[src/rtl/e3ma_pkg.sv]
package e3ma_pkg;
    typedef enum logic {
        FLT_CLEAR = 1'b0,
        FLT_SET   = 1'b1
    } flt_state_t;

    typedef enum logic {
        PT_MATCH    = 1'b0,
        PT_MISMATCH = 1'b1
    } pt_state_t;

    localparam int MA_W     = 8;
    localparam int PT_W     = 3;
    localparam int FERF_POS = 7;
    localparam int PT_HI    = 5;
    localparam int PT_LO    = 3;
    localparam int TM_POS   = 0;
endpackage

[src/rtl/e3ma_persist_filter.sv]
module e3ma_persist_filter
    import e3ma_pkg::*;
#(
    parameter int SHORT_LEN = 3,
    parameter int LONG_LEN  = 5
) (
    input  logic clk,
    input  logic rst,
    input  logic sample,
    input  logic bit_in,
    input  logic long_sel,
    output logic filt_out
);
    localparam int CNT_W = $clog2(LONG_LEN + 1);

    flt_state_t       state_q, state_d;
    logic [CNT_W-1:0] cnt_q, cnt_d;
    logic [CNT_W-1:0] limit;
    logic [CNT_W-1:0] cnt_inc;
    logic             disagree;
    logic             run_done;

    assign limit    = long_sel ? CNT_W'(LONG_LEN) : CNT_W'(SHORT_LEN);
    assign cnt_inc  = cnt_q + 1'b1;
    assign disagree = sample && (bit_in != logic'(state_q));
    assign run_done = disagree && (cnt_inc >= limit);

    // state register
    always_ff @(posedge clk) begin
        if (rst) begin
            state_q <= FLT_CLEAR;
            cnt_q   <= '0;
        end else begin
            state_q <= state_d;
            cnt_q   <= cnt_d;
        end
    end

    // next state: RISE / FALL on a completed run
    always_comb begin
        state_d = state_q;
        unique case (state_q)
            FLT_CLEAR: if (run_done) state_d = FLT_SET;
            FLT_SET:   if (run_done) state_d = FLT_CLEAR;
            default:   state_d = FLT_CLEAR;
        endcase
    end

    // run counter and output
    always_comb begin
        cnt_d = cnt_q;
        if (sample) begin
            if (!disagree || run_done) cnt_d = '0;
            else                       cnt_d = cnt_inc;
        end
        filt_out = (state_q == FLT_SET);
    end
endmodule

[src/rtl/e3ma_pt_check.sv]
module e3ma_pt_check
    import e3ma_pkg::*;
#(
    parameter int W = PT_W
) (
    input  logic         clk,
    input  logic         rst,
    input  logic         frame_valid,
    input  logic [W-1:0] pt_field,
    input  logic [W-1:0] pt_expected,
    input  logic         legacy_off,
    output logic [W-1:0] pt_rx,
    output logic         mismatch,
    output logic         irq
);
    pt_state_t    state_q, state_d;
    logic [W-1:0] pt_q;
    logic         irq_q;
    logic         differ;

    assign differ = !legacy_off && (pt_q != pt_expected);

    // state register, capture and pulse register
    always_ff @(posedge clk) begin
        if (rst) begin
            state_q <= PT_MATCH;
            pt_q    <= '0;
            irq_q   <= 1'b0;
        end else begin
            state_q <= state_d;
            irq_q   <= (state_q == PT_MATCH) && (state_d == PT_MISMATCH);
            if (frame_valid) pt_q <= pt_field;
        end
    end

    // next state: DIVERGE / CONVERGE
    always_comb begin
        state_d = state_q;
        unique case (state_q)
            PT_MATCH:    if (differ)  state_d = PT_MISMATCH;
            PT_MISMATCH: if (!differ) state_d = PT_MATCH;
            default:     state_d = PT_MATCH;
        endcase
    end

    // outputs
    always_comb begin
        pt_rx    = pt_q;
        mismatch = (state_q == PT_MISMATCH);
        irq      = irq_q;
    end
endmodule

[src/rtl/e3_ma_monitor.sv]
module e3_ma_monitor
    import e3ma_pkg::*;
#(
    parameter int SHORT_LEN = 3,
    parameter int LONG_LEN  = 5
) (
    input  logic            clk,
    input  logic            rst,
    input  logic            ma_valid,
    input  logic [MA_W-1:0] ma_byte,
    input  logic            ferf_len5,
    input  logic            tmark_len5,
    input  logic            late_rev_mode,
    input  logic [PT_W-1:0] pt_expected,
    output logic            ferf_state,
    output logic            tmark_state,
    output logic [PT_W-1:0] pt_received,
    output logic            pt_mismatch,
    output logic            pt_mismatch_irq
);
    logic tm_sample;

    assign tm_sample = ma_valid && !late_rev_mode;

    e3ma_persist_filter #(.SHORT_LEN(SHORT_LEN), .LONG_LEN(LONG_LEN)) ferf_flt_i (
        .clk      (clk),
        .rst      (rst),
        .sample   (ma_valid),
        .bit_in   (ma_byte[FERF_POS]),
        .long_sel (ferf_len5),
        .filt_out (ferf_state)
    );

    e3ma_persist_filter #(.SHORT_LEN(SHORT_LEN), .LONG_LEN(LONG_LEN)) tm_flt_i (
        .clk      (clk),
        .rst      (rst),
        .sample   (tm_sample),
        .bit_in   (ma_byte[TM_POS]),
        .long_sel (tmark_len5),
        .filt_out (tmark_state)
    );

    e3ma_pt_check #(.W(PT_W)) pt_i (
        .clk         (clk),
        .rst         (rst),
        .frame_valid (ma_valid),
        .pt_field    (ma_byte[PT_HI:PT_LO]),
        .pt_expected (pt_expected),
        .legacy_off  (late_rev_mode),
        .pt_rx       (pt_received),
        .mismatch    (pt_mismatch),
        .irq         (pt_mismatch_irq)
    );
endmodule

[config.mk]
export PLATFORM = sky130hd
export DESIGN_NAME = e3_ma_monitor
export DESIGN_NICKNAME = d
export VERILOG_FILES = /design/src/rtl/e3ma_pkg.sv /design/src/rtl/e3ma_persist_filter.sv /design/src/rtl/e3ma_pt_check.sv /design/src/rtl/e3_ma_monitor.sv
export SDC_FILE = /design/constraint.sdc
export NUM_CORES = 1
export LEC_CHECK = 0
export ABC_CLOCK_PERIOD_IN_PS = 5500
export CORE_UTILIZATION = 45
export CTS_BUF_LIST = sky130_fd_sc_hd__clkbuf_2
export DETAILED_ROUTE_END_ITERATION = 16
export PLACE_DENSITY = 0.86
export RECOVER_POWER = 100
export SKIP_LAST_GASP = 1
export SLEW_MARGIN = 20
export SYNTH_ARGS = -nofsm -noshare
export SYNTH_HDL_FRONTEND = slang
export SYNTH_SLANG_ARGS = --single-unit
[constraint.sdc]
create_clock -name clk -period 5.5 [get_ports clk]
set_input_delay 1.1 -clock clk [delete_from_list [all_inputs] [get_ports clk]]
set_output_delay 1.1 -clock clk [all_outputs]
set_load 0.005 [all_outputs]
==> metrics.md, run 1 <==
| Metric | Value |
|---|---|
| CTS buffer count | 3 |
| Detail Route Antenna Nets | 0 |
| Outcome | finished, final reports clean |
| Final setup TNS | 0 ns |
| Num Clock Sinks | 13 |
| R2R cell count | 7 |
| Fillers | 117 |
| Number of H-tree levels | 1 |
| Largest net degree at the start of global routing | 13 |
| Routed vias | approximately 560 |
| Final instance area | 888 um^2 |
| Gr usage total | 17.5% |
| Combinational share of power | a little under a fifth |
| Sequential area share after synthesis | 39.2% |
| CTS clock-pin slew for the worst setup and hold paths | 0.12 ns |
| Pre-Repair DR Iteration Count | 4 |
| Final Power | 182 uW |
| Sw Pwr | 47.3 uW |
| Worst Max-Slew Pin Slew | 0.445 ns |
| Ports | 24 |
| Worst path slowest cell | dlygate4sd3_1 |
| Initial core utilization | about half |
| 1st-iter DRT viols | 2 |
| Switching Share | 25.9% |
| Syn_area_per_cell | approximately 9.5 um^2 |
| Sequential share of power | ~55% |
| Vias per inst | approximately 5.2 |
| ANT cells | 0 |
| Power Internal | 135 uW |
| Pwr/cell area | 205 nW/um^2 |
| CTS tree | done |
| Worst EP required | 5.70 ns |
| Cts repair resizes | 0 |
| Postcts setup bufs | 0 |
| Layout cells sized above 1 | 5.43% |
| Crit-path leading delay family | buffers and inverters |
| Synthesized area | 664 um^2 |
| WL per Instance | 11.5 um |
| Synthesis Warnings | 0 |
| Dpl cells | ~100 |
| Net count after synthesis | 93 |
| Setup Viol. Count Final | 0 |
| Fin nets | 116 |
| Slew headroom | 70.0% |
| Reg2Reg Launch Point | tm_flt_i.cnt_q[0] |
| Area fraction of the dominant cell type after synthesis | 39.2% |
| Maxcap violations | 0 |
| First-pass GRT wire length | 1.88 mm |
| GP Congestion | 0.747 |
| Final worst path period need | 2.75 ns |
| Crit path from | tmark_len5 |
| CP Depth | 7 |
| Final Slew Violations | 0 |
| Core Rows | 13 |
| Flops & latches, synth | 13 |
| Dpl cell area | slightly below 900 um^2 |
| Worst reg2reg path endpoint | tm_flt_i.cnt_q[2] |
| Area Growth Syn to Fin | 33.7% |
| Clock Latency Late Sink | 0.27 ns |
| Grt total ovfl | 0 |
| Post-synth EDFFs | 0 |
| Critical Path End Type | flip-flop |
| DP HPWL | around 1 mm |
| Crit Path Category | in2reg |
| Post-synth top cells | dfxtp_1 (13), nor2_1 (8), ha_1 (6), mux2i_1 (6) |
| Die ar. | 1630 um^2 |
| Hold Vio Cnt, Final | 0 |
| Final wirelength | 1.23 mm |
| Clock power share | between 20% and 30% |
| Crit path top cell by count | a21oi_1 |
| Buf/Inv on CP | 2 |
| Async set-reset flop share out of synthesis | 0% |
| Leakage power | 0.000414 uW |
| Cell variety after synth | 24 |
| Longest Clk Path Bufs | 2 |
| CP max FO | 3 |
| Clock root cell | clkbuf_2 |
| Period utilization | about half |
| Arrival time worst endpoint | 2.96 ns |
| Die height | a little over 40 um |
| Top cells by area, synth | dfxtp_1 (39%), ha_1 (11%), mux2i_1 (9.0%) |
| Non-filler cells in the finished layout | 107 |
| Synth Instances | 70 |
| Fmax | 363 MHz |
| Startpoint types | primary input |
| Die Wd | 40.4 um |
| Vias in the first global route | 491 |
| Initial antenna violation count | 0 |
| Max incr delay on CP | 0.55 ns |
| # hold bufs at CTS | 0 |
| Top FF cell, synth | dfxtp_1 |
| DR DRC count | 0 |
| Skew final | about 0.0026 ns |
| RSZ-0062 raised after global routing | no |
| Crit path capture | tm_flt_i.cnt_q[2] |
| Synth area leader | dfxtp_1 |
| Core area | 1330 um^2 |
| Top-count cell post-synth | dfxtp_1 |
| Port-buffer cells | 20 |
| Hold crit path type | reg2reg |
| IR drop worst, VDD | 0.173 mV |
| Reg-to-reg slack, setup | roughly 3.4 ns |
| CP Cell Sequence | dlygate4sd3_1, inv_1, ha_1, a21oi_1, nand3_1, or4_1, a21oi_1 |
-- stage by stage --
stage / setup WS [ns] / hold WS [ns] / utilization [%]
2_1_floorplan: 3.22 / 0.416 / -
3_3_place_gp: 2.62 / 0.401 / 65.1
3_5_place_dp: 2.52 / 0.419 / 65.1
4_1_cts: 2.81 / 0.441 / 66.6
5_1_grt: 2.63 / 0.431 / 66.6
6_report: 2.75 / 0.429 / 66.6
-- power groups by stage --
stage	Clock (uW)	Combinational (uW)	Sequential, uW
2_1_floorplan	0	17.8	103
3_3_place_gp	0	34.8	103
3_5_place_dp	0	36.1	103
4_1_cts	49.4	36.3	101
5_1_grt	54.2	38.6	102
6_report	47.1	34.2	101
-- placed cells by master (no fill, tap or decap), types with 4 or more instances in the layout --
| master | synthesis | layout |
|---|---|---|
| ha_1 | 6 | 6 |
| inv_1 | 5 | 5 |
| mux2i_1 | 6 | 6 |
| clkdlybuf4s50_1 | 0 | 9 |
| dlygate4sd3_1 | 0 | 11 |
| nor2_1 | 8 | 8 |
| a21oi_1 | 5 | 5 |
| dfxtp_1 | 13 | 13 |
| xnor2_1 | 4 | 4 |
-- layout make-up --
type | count | area (um^2) | area share, %
Multi-Input combinational cell | 50 | 370 | 41.7
Sequential cell | 13 | 260 | 29.3
Timing Repair Buffer | 20 | 200 | 22.5
Inverter | 5 | 18.8 | 2.11
Tap cell | 15 | 18.8 | 2.11
Clock buffer | 3 | 15.0 | 1.69
Clock inverter | 1 | 5.00 | 0.563
-- flip-flops by register name, indices dropped and copies added (netlist names) --
register / cells
ferf_flt_i.filt_out: 1
tm_flt_i.cnt_q: 3
ferf_flt_i.cnt_q: 3
tm_flt_i.filt_out: 1
pt_i.pt_rx: 3
pt_i.mismatch: 1
pt_i.irq: 1
-- cells by family after synthesis --
group / Yosys count / synth area share [%]
xor gates and xnor gates: 7 / 9.23
and+or+nand+nor: 20 / 15.3
buffers and inverters: 7 / 5.08
muxes: 6 / 9.04
DFF: 13 / 39.2
AOI/OAI and AO/OA: 11 / 10.9
adders and majority gates: 6 / 11.3
-- worst min path at each step --
| stage | depth (start not counted) | endpoint | slack, ns | startpoint |
|---|---|---|---|---|
| after global placement | 1 | pt_i.irq | 0.40 | pt_i.mismatch |
| after detailed placement | 1 | pt_i.irq | 0.42 | pt_i.mismatch |
| after floorplan | 1 | pt_i.irq | 0.42 | pt_i.mismatch |
| after CTS | 1 | pt_i.irq | 0.44 | pt_i.mismatch |
| after global routing | 1 | pt_i.irq | 0.43 | pt_i.mismatch |
| final | 1 | pt_i.irq | 0.43 | pt_i.mismatch |
-- layer usage --
metal / routed length, um / global-route usage (%) / vias to the layer above
li1: - / - / 287
met5: 0 / 0 / -
met2: 673 / 32.1 / 12
met3: 37 / 5.00 / 0
met1: 520 / 18.1 / 262
met4: 0 / 7.50 / 0
No activity file was read; power rests on OpenSTA's default activity.
==> run 2: changes to the inputs <==
Settings changed: ABC_CLOCK_PERIOD_IN_PS 5500 to 2680.
Clock period 5.5 ns to 2.68 ns, I/O delays scaled along.
==> run 2 against run 1 <==
Against the previous run:
- cell count stayed put
- non-clock buffer count unchanged
- sequential share of layout area stayed put
- clock power rose by 110%
- via count grew 0.71%
- global-route usage shrank 0.11 points
- power is 110% higher
- largest cell class unchanged
- largest power group unchanged
==> metrics.md, run 2 (same netlist as run 1, synthesis figures left out) <==
| Metric | Value |
|---|---|
| Outcome | finished, final reports clean |
| Fin nets | 116 (unchanged) |
| Multi-input logic area | 370 um^2 (unchanged) |
| Worst slack, placed | 0.253 ns (-2.26 ns) |
| Setup Viol. Count Final | 0 (unchanged) |
| Maxcap violations | 0 (unchanged) |
| Register area | 260 um^2 (unchanged) |
| Hold WS | 0.427 ns (-0.00187 ns) |
| Port-buffer cells | 20 (unchanged) |
| Final worst path period need | ~2.2 ns |
| # hold bufs at CTS | 0 (unchanged) |
| ANT cells | 0 (unchanged) |
| Final setup TNS | 0 ns (unchanged) |
| Gr usage total | 17.4% (-0.11 points) |
| Skew final | 0.00475 ns (+0.00213 ns) |
| Commonest non-fill, non-tap cell in the layout | dfxtp_1 |
| Setup ws final | 0.446 ns (-2.30 ns) |
| Initial core utilization | 49.8% (unchanged) |
| R2R cell count | 7 (unchanged) |
| Largest net degree at the start of global routing | 13 (unchanged) |
| Cts repair resizes | 0 (unchanged) |
| Die ar. | 1630 um^2 (unchanged) |
| Final wirelength | 1.18 mm (-4.5%) |
| CTS tree | done |
| Most frequent cells in the layout | dfxtp_1 (13), clkdlybuf4s50_1 (10), dlygate4sd3_1 (10) |
| Pre-Repair DR Iteration Count | 4 (unchanged) |
| Postcts setup bufs | 0 (unchanged) |
| Ports | 24 (unchanged) |
| Vias per inst | 5.28 (+0.71%) |
| Crit Path Category | in2reg |
| Final Power | 376 uW (+110%) |
| Worst Hold End | pt_i.irq |
| Die Wd | 40.4 um (unchanged) |
| Min-delay src | pt_i.mismatch |
| Clock Latency Late Sink | 0.26 ns (about the same) |
| Period utilization | 83.3% |
| Core area | 1330 um^2 (unchanged) |
| Critical Path End Type | flip-flop |
| WL per Instance | 11.0 um (-4.5%) |
| Layout cells sized above 1 | 5.43% (unchanged) |
| Initial antenna violation count | 0 (unchanged) |
| Worst Max-Slew Pin Slew | 0.473 ns (+0.0275 ns) |
| Dpl cells | 103 (unchanged) |
| Number of H-tree levels | 1 (unchanged) |
| CTS buffer count | 3 (unchanged) |
| DR DRC count | 0 (unchanged) |
| Hold depth | 1 (unchanged) |
| Pwr/cell area | 423 nW/um^2 (+110%) |
| Reg2Reg Launch Point | tm_flt_i.cnt_q[0] |
| IR drop worst, VDD | 0.390 mV (+130%) |
| Worst reg2reg path endpoint | tm_flt_i.cnt_q[2] |
| Area Growth Syn to Fin | 33.7% (unchanged) |
| Routed vias | 565 (+0.71%) |
| Clock root cell | clkbuf_2 |
| Fmax | 448 MHz |
| Non-filler cells in the finished layout | 107 (unchanged) |
| GP Congestion | 0.747 (about the same) |
| 1st-iter DRT viols | 4 (+2) |
| Fillers | 116 (-0.85%) |
| First-pass GRT wire length | 1.86 mm (-1.1%) |
| CP max FO | 3 (unchanged) |
| Longest Clk Path Bufs | 2 (unchanged) |
| Reg-to-reg slack, setup | 0.60 ns (-2.84 ns) |
| Detail Route Antenna Nets | 0 (unchanged) |
| Leakage power | 0.000414 uW (about the same) |
| Worst EP required | 2.87 ns (-2.83 ns) |
| RSZ-0062 raised after global routing | no |
| Hold Vio Cnt, Final | 0 (unchanged) |
| Die height | 40.4 um (unchanged) |
| CTS clock-pin slew for the worst setup and hold paths | 0.12 ns (about the same) |
| Grt total ovfl | 0 (unchanged) |
| Vias in the first global route | 503 (+2.4%) |
| Core Rows | 13 (unchanged) |
| Hold crit path type | reg2reg |
| Final Slew Violations | 0 (unchanged) |
| DP HPWL | 976 um (-3.9%) |
| Arrival time worst endpoint | 2.43 ns (-0.53 ns) |
| Num Clock Sinks | 13 (unchanged) |
| Slew headroom | 68.2% (-1.9 points) |
| Startpoint types | primary input |
run 2: area by class of cell:
class                   count  share of cell area [%]
flip-flops and latches     13                    29.3
multi-input cells          50                    41.7
inverters                   5                    2.11
well taps                  15                    2.11
clock buffers               4                    2.25
repair buffers             20                    22.5
run 2: report_power, final:
| group | switching [uW] | total (uW) | internal, uW |
|---|---|---|---|
| Clock | 58.9 | 98.5 | 39.6 |
| Sequential | 5.95 | 207 | 201 |
| Combinational | 27.7 | 69.9 | 42.2 |
run 2: worst max path at each step:
stage	from	endpoint	slack (ns)	depth (start not counted)
after global placement	tmark_len5	tm_flt_i.cnt_q[2]	0.36	7
final	tmark_len5	tm_flt_i.cnt_q[2]	0.45	7
after floorplan	tm_flt_i.cnt_q[0]	tm_flt_i.cnt_q[2]	0.88	7
after global routing	tmark_len5	tm_flt_i.cnt_q[2]	0.33	7
after CTS	tmark_len5	tm_flt_i.cnt_q[2]	0.53	7
after detailed placement	tmark_len5	tm_flt_i.cnt_q[2]	0.25	7
run 2: through the flow:
stage                     cell area, um^2  utilization, %
after floorplan                       664               -
after global placement                868            65.1
after detailed placement              868            65.1
after CTS                             888            66.6
after global routing                  888            66.6
final                                 888            66.6
run 2: worst max-delay path, cell delays in order:
cell and delay, ns:
dlygate4sd3_1 0.55, inv_1 0.05, ha_1 0.30, a21oi_1 0.24, nand3_1 0.16, or4_1 0.43, a21oi_1 0.16
run 2: layer usage:
metal | GRT usage [%] | up-vias | share of wire, % | routed length (um)
li1 | - | 287 | - | -
met1 | 17.8 | 266 | 43 | 511
met2 | 32.1 | 12 | 54 | 632
met3 | 6.67 | 0 | 2.7 | 32
met4 | 5.00 | 0 | 0 | 0
met5 | 0 | - | 0 | 0
==> run 3: changes to the inputs <==
Settings changed: ABC_CLOCK_PERIOD_IN_PS 2680 to 1800, CORE_UTILIZATION 45 to 40, PLACE_DENSITY 0.86 to 0.81.
Clock period 2.68 ns to 1.8 ns, I/O delays scaled along.
==> run 3 against run 2 <==
Against the previous run:
- the flow now finishes with violations (setup timing)
- sequential share of layout area decreased by 3.3 points
- utilization grew 0.47 points
- via count rose by 4.2%
- clock skew is 0.0014 ns lower
- register-to-register slack got worse by 0.62 ns
- first-iteration DRC count increased by 50%
- count of clock-buffer cells in the layout is the same
- power increased by 55%
- clock power rose by 45%
- wire length rose by 4.5%
- largest cell class unchanged
==> metrics.md, run 3 (same netlist as run 1, synthesis figures left out) <==
| Metric | Value |
|---|---|
| Outcome | finished with violations |
| Failing checks | setup timing |
| CTS clock-pin slew for the worst setup and hold paths | 0.11 ns (about the same) |
| Number of H-tree levels | 1 (unchanged) |
| Reg-to-reg slack, setup | -0.02 ns (-0.62 ns) |
| Worst Hold End | pt_i.irq |
| CP Cell Sequence | clkdlybuf4s50_1, inv_1, ha_1, a21oi_2, nand3_2, or4_1, a21oi_1 |
| Max incr delay on CP | 0.48 ns (-0.07 ns) |
| Clock Latency Late Sink | 0.25 ns (about the same) |
| Reg2Reg Launch Point | tm_flt_i.cnt_q[1] |
| Maxcap violations | 0 (unchanged) |
| Worst EP required | 1.99 ns (-0.88 ns) |
| Final worst path period need | approximately 1.8 ns |
| Largest net degree at the start of global routing | 12 (-1) |
| CTS buffer count | 3 (unchanged) |
| ANT cells | 0 (unchanged) |
| Die ar. | 1830 um^2 (+12%) |
| Worst Max-Slew Pin Slew | 0.246 ns (-0.228 ns) |
| Detail Route Antenna Nets | 0 (unchanged) |
| WL per Instance | 10.4 um (-5.2%) |
| Startpoint types | primary input |
| Core Rows | 14 (+1) |
| DP HPWL | 984 um (+0.77%) |
| Period utilization | 101% |
| Pwr/cell area | 571 nW/um^2 (+35%) |
| First-pass GRT wire length | 2.25 mm (+21%) |
| 1st-iter DRT viols | 6 (+2) |
| Die height | 42.8 um (+5.8%) |
| Setup Viol. Count Final | 2 (+2) |
| Final Slew Violations | 0 (unchanged) |
| Grt total ovfl | 0 (unchanged) |
| Hold WS | 0.410 ns (-0.0173 ns) |
| Setup ws final | -0.0255 ns (-0.472 ns) |
| Min-delay src | pt_i.mismatch |
| Fmax | 548 MHz |
| Final Power | 584 uW (+55%) |
| Core area | 1520 um^2 (+14%) |
| Hold crit path type | reg2reg |
| Num Clock Sinks | 13 (unchanged) |
| Hold depth | 1 (unchanged) |
| DR DRC count | 0 (unchanged) |
| Fin nets | 126 (+8.6%) |
| Slew headroom | 83.5% (+15 points) |
| R2R cell count | 7 (unchanged) |
| Final wirelength | 1.23 mm (+4.5%) |
| Initial core utilization | 43.6% (-6.2 points) |
| Crit-path leading delay family | buffers and inverters |
| Arrival time worst endpoint | 2.01 ns (-0.42 ns) |
| Most frequent cells in the layout | clkdlybuf4s50_1 (11), dfxtp_1 (9), dlygate4sd3_1 (9) |
| Vias in the first global route | 575 (+14%) |
| Crit path from | tmark_len5 |
| Vias per inst | 4.99 (-5.5%) |
| Commonest non-fill, non-tap cell in the layout | clkdlybuf4s50_1 |
| CP max FO | 3 (unchanged) |
| Pre-Repair DR Iteration Count | 2 (-2) |
| Initial antenna violation count | 0 (unchanged) |
| Leakage power | 0.000455 uW (+9.9%) |
| Critical Path End Type | flip-flop |
| Clock root cell | clkbuf_2 |
| Hold Vio Cnt, Final | 0 (unchanged) |
| Ports | 24 (unchanged) |
| RSZ-0062 raised after global routing | yes |
| Routed vias | 589 (+4.2%) |
| GP Congestion | 0.747 (about the same) |
| Skew final | 0.00334 ns (-0.00141 ns) |
| Longest Clk Path Bufs | 2 (unchanged) |
| Layout cells sized above 1 | 25.5% (+20 points) |
| Worst reg2reg path endpoint | tm_flt_i.cnt_q[2] |
| Gr usage total | 15.7% (-1.7 points) |
| CTS tree | done |
| Area Growth Syn to Fin | 53.9% |
| Port-buffer cells | 20 (unchanged) |
| Buf/Inv on CP | 2 (unchanged) |
| IR drop worst, VDD | 0.467 mV (+20%) |
| Die Wd | 42.8 um (+5.8%) |
| Crit Path Category | in2reg |
| Worst path slowest cell | clkdlybuf4s50_1 |
run 3: changes by cell type in the layout (fill, tap and decap cells not counted), moves of 2 or more:
cell	before	now
ha_4	0	2
a21oi_2	0	3
dfxtp_2	0	4
dfxtp_1	13	9
buf_4	0	8
clkbuf_1	0	2
a21oi_1	5	2
ha_1	6	4
run 3: final cells by class:
type / instances / area, um^2
multi-input cells: 50 / 430
well taps: 16 / 20.0
fillers: 125 / 502
flip-flops and latches: 13 / 265
inverters: 5 / 18.8
repair buffers: 30 / 268
clock buffers: 4 / 20.0
run 3: metrics by stage:
stage	area, um^2	std cells	utilization, %	worst slack (ns)	setup TNS [ns]
5_1_grt	1020	118	67.1	-0.134	-0.492
4_1_cts	980	118	64.3	-0.0751	-0.0751
6_report	1020	118	67.1	-0.0255	-0.0362
2_1_floorplan	668	70	-	0.0300	0
3_5_place_dp	941	113	61.7	-0.321	-1.74
3_3_place_gp	941	113	61.7	-0.259	-1.39
run 3: report_power, final:
group          internal, uW  switching, uW  leakage [uW]
clock                  59.0           84.1     0.0000166
combinational          81.2           49.4      0.000330
sequential              301           9.45      0.000108
total                   441            143      0.000455
run 3: repair_timing:
| item | in CTS | in global routing |
|---|---|---|
| buffers inserted | 1 | 0 |
| gates cloned | 0 | 0 |
| pin swaps | 3 | 8 |
| resized for setup | 3 | 11 |
| hold buffers | 0 | 0 |
| endpoints found under the setup margin | 5 | 8 |
run 3: worst max path at each step:
stage	end	slack, ns	depth (start not counted)
3_3_place_gp	tm_flt_i.cnt_q[2]	-0.26	7
2_1_floorplan	tm_flt_i.cnt_q[2]	0.03	7
3_5_place_dp	tm_flt_i.cnt_q[2]	-0.32	7
5_1_grt	tm_flt_i.cnt_q[2]	-0.13	7
4_1_cts	tm_flt_i.cnt_q[2]	-0.08	7
6_report	tm_flt_i.cnt_q[2]	-0.03	7
run 3: routing by layer:
layer,wire (um),GRT usage [%]
met2,596,29.4
met5,0,0
met4,0,3.75
met1,574,17.0
met3,58,4.26
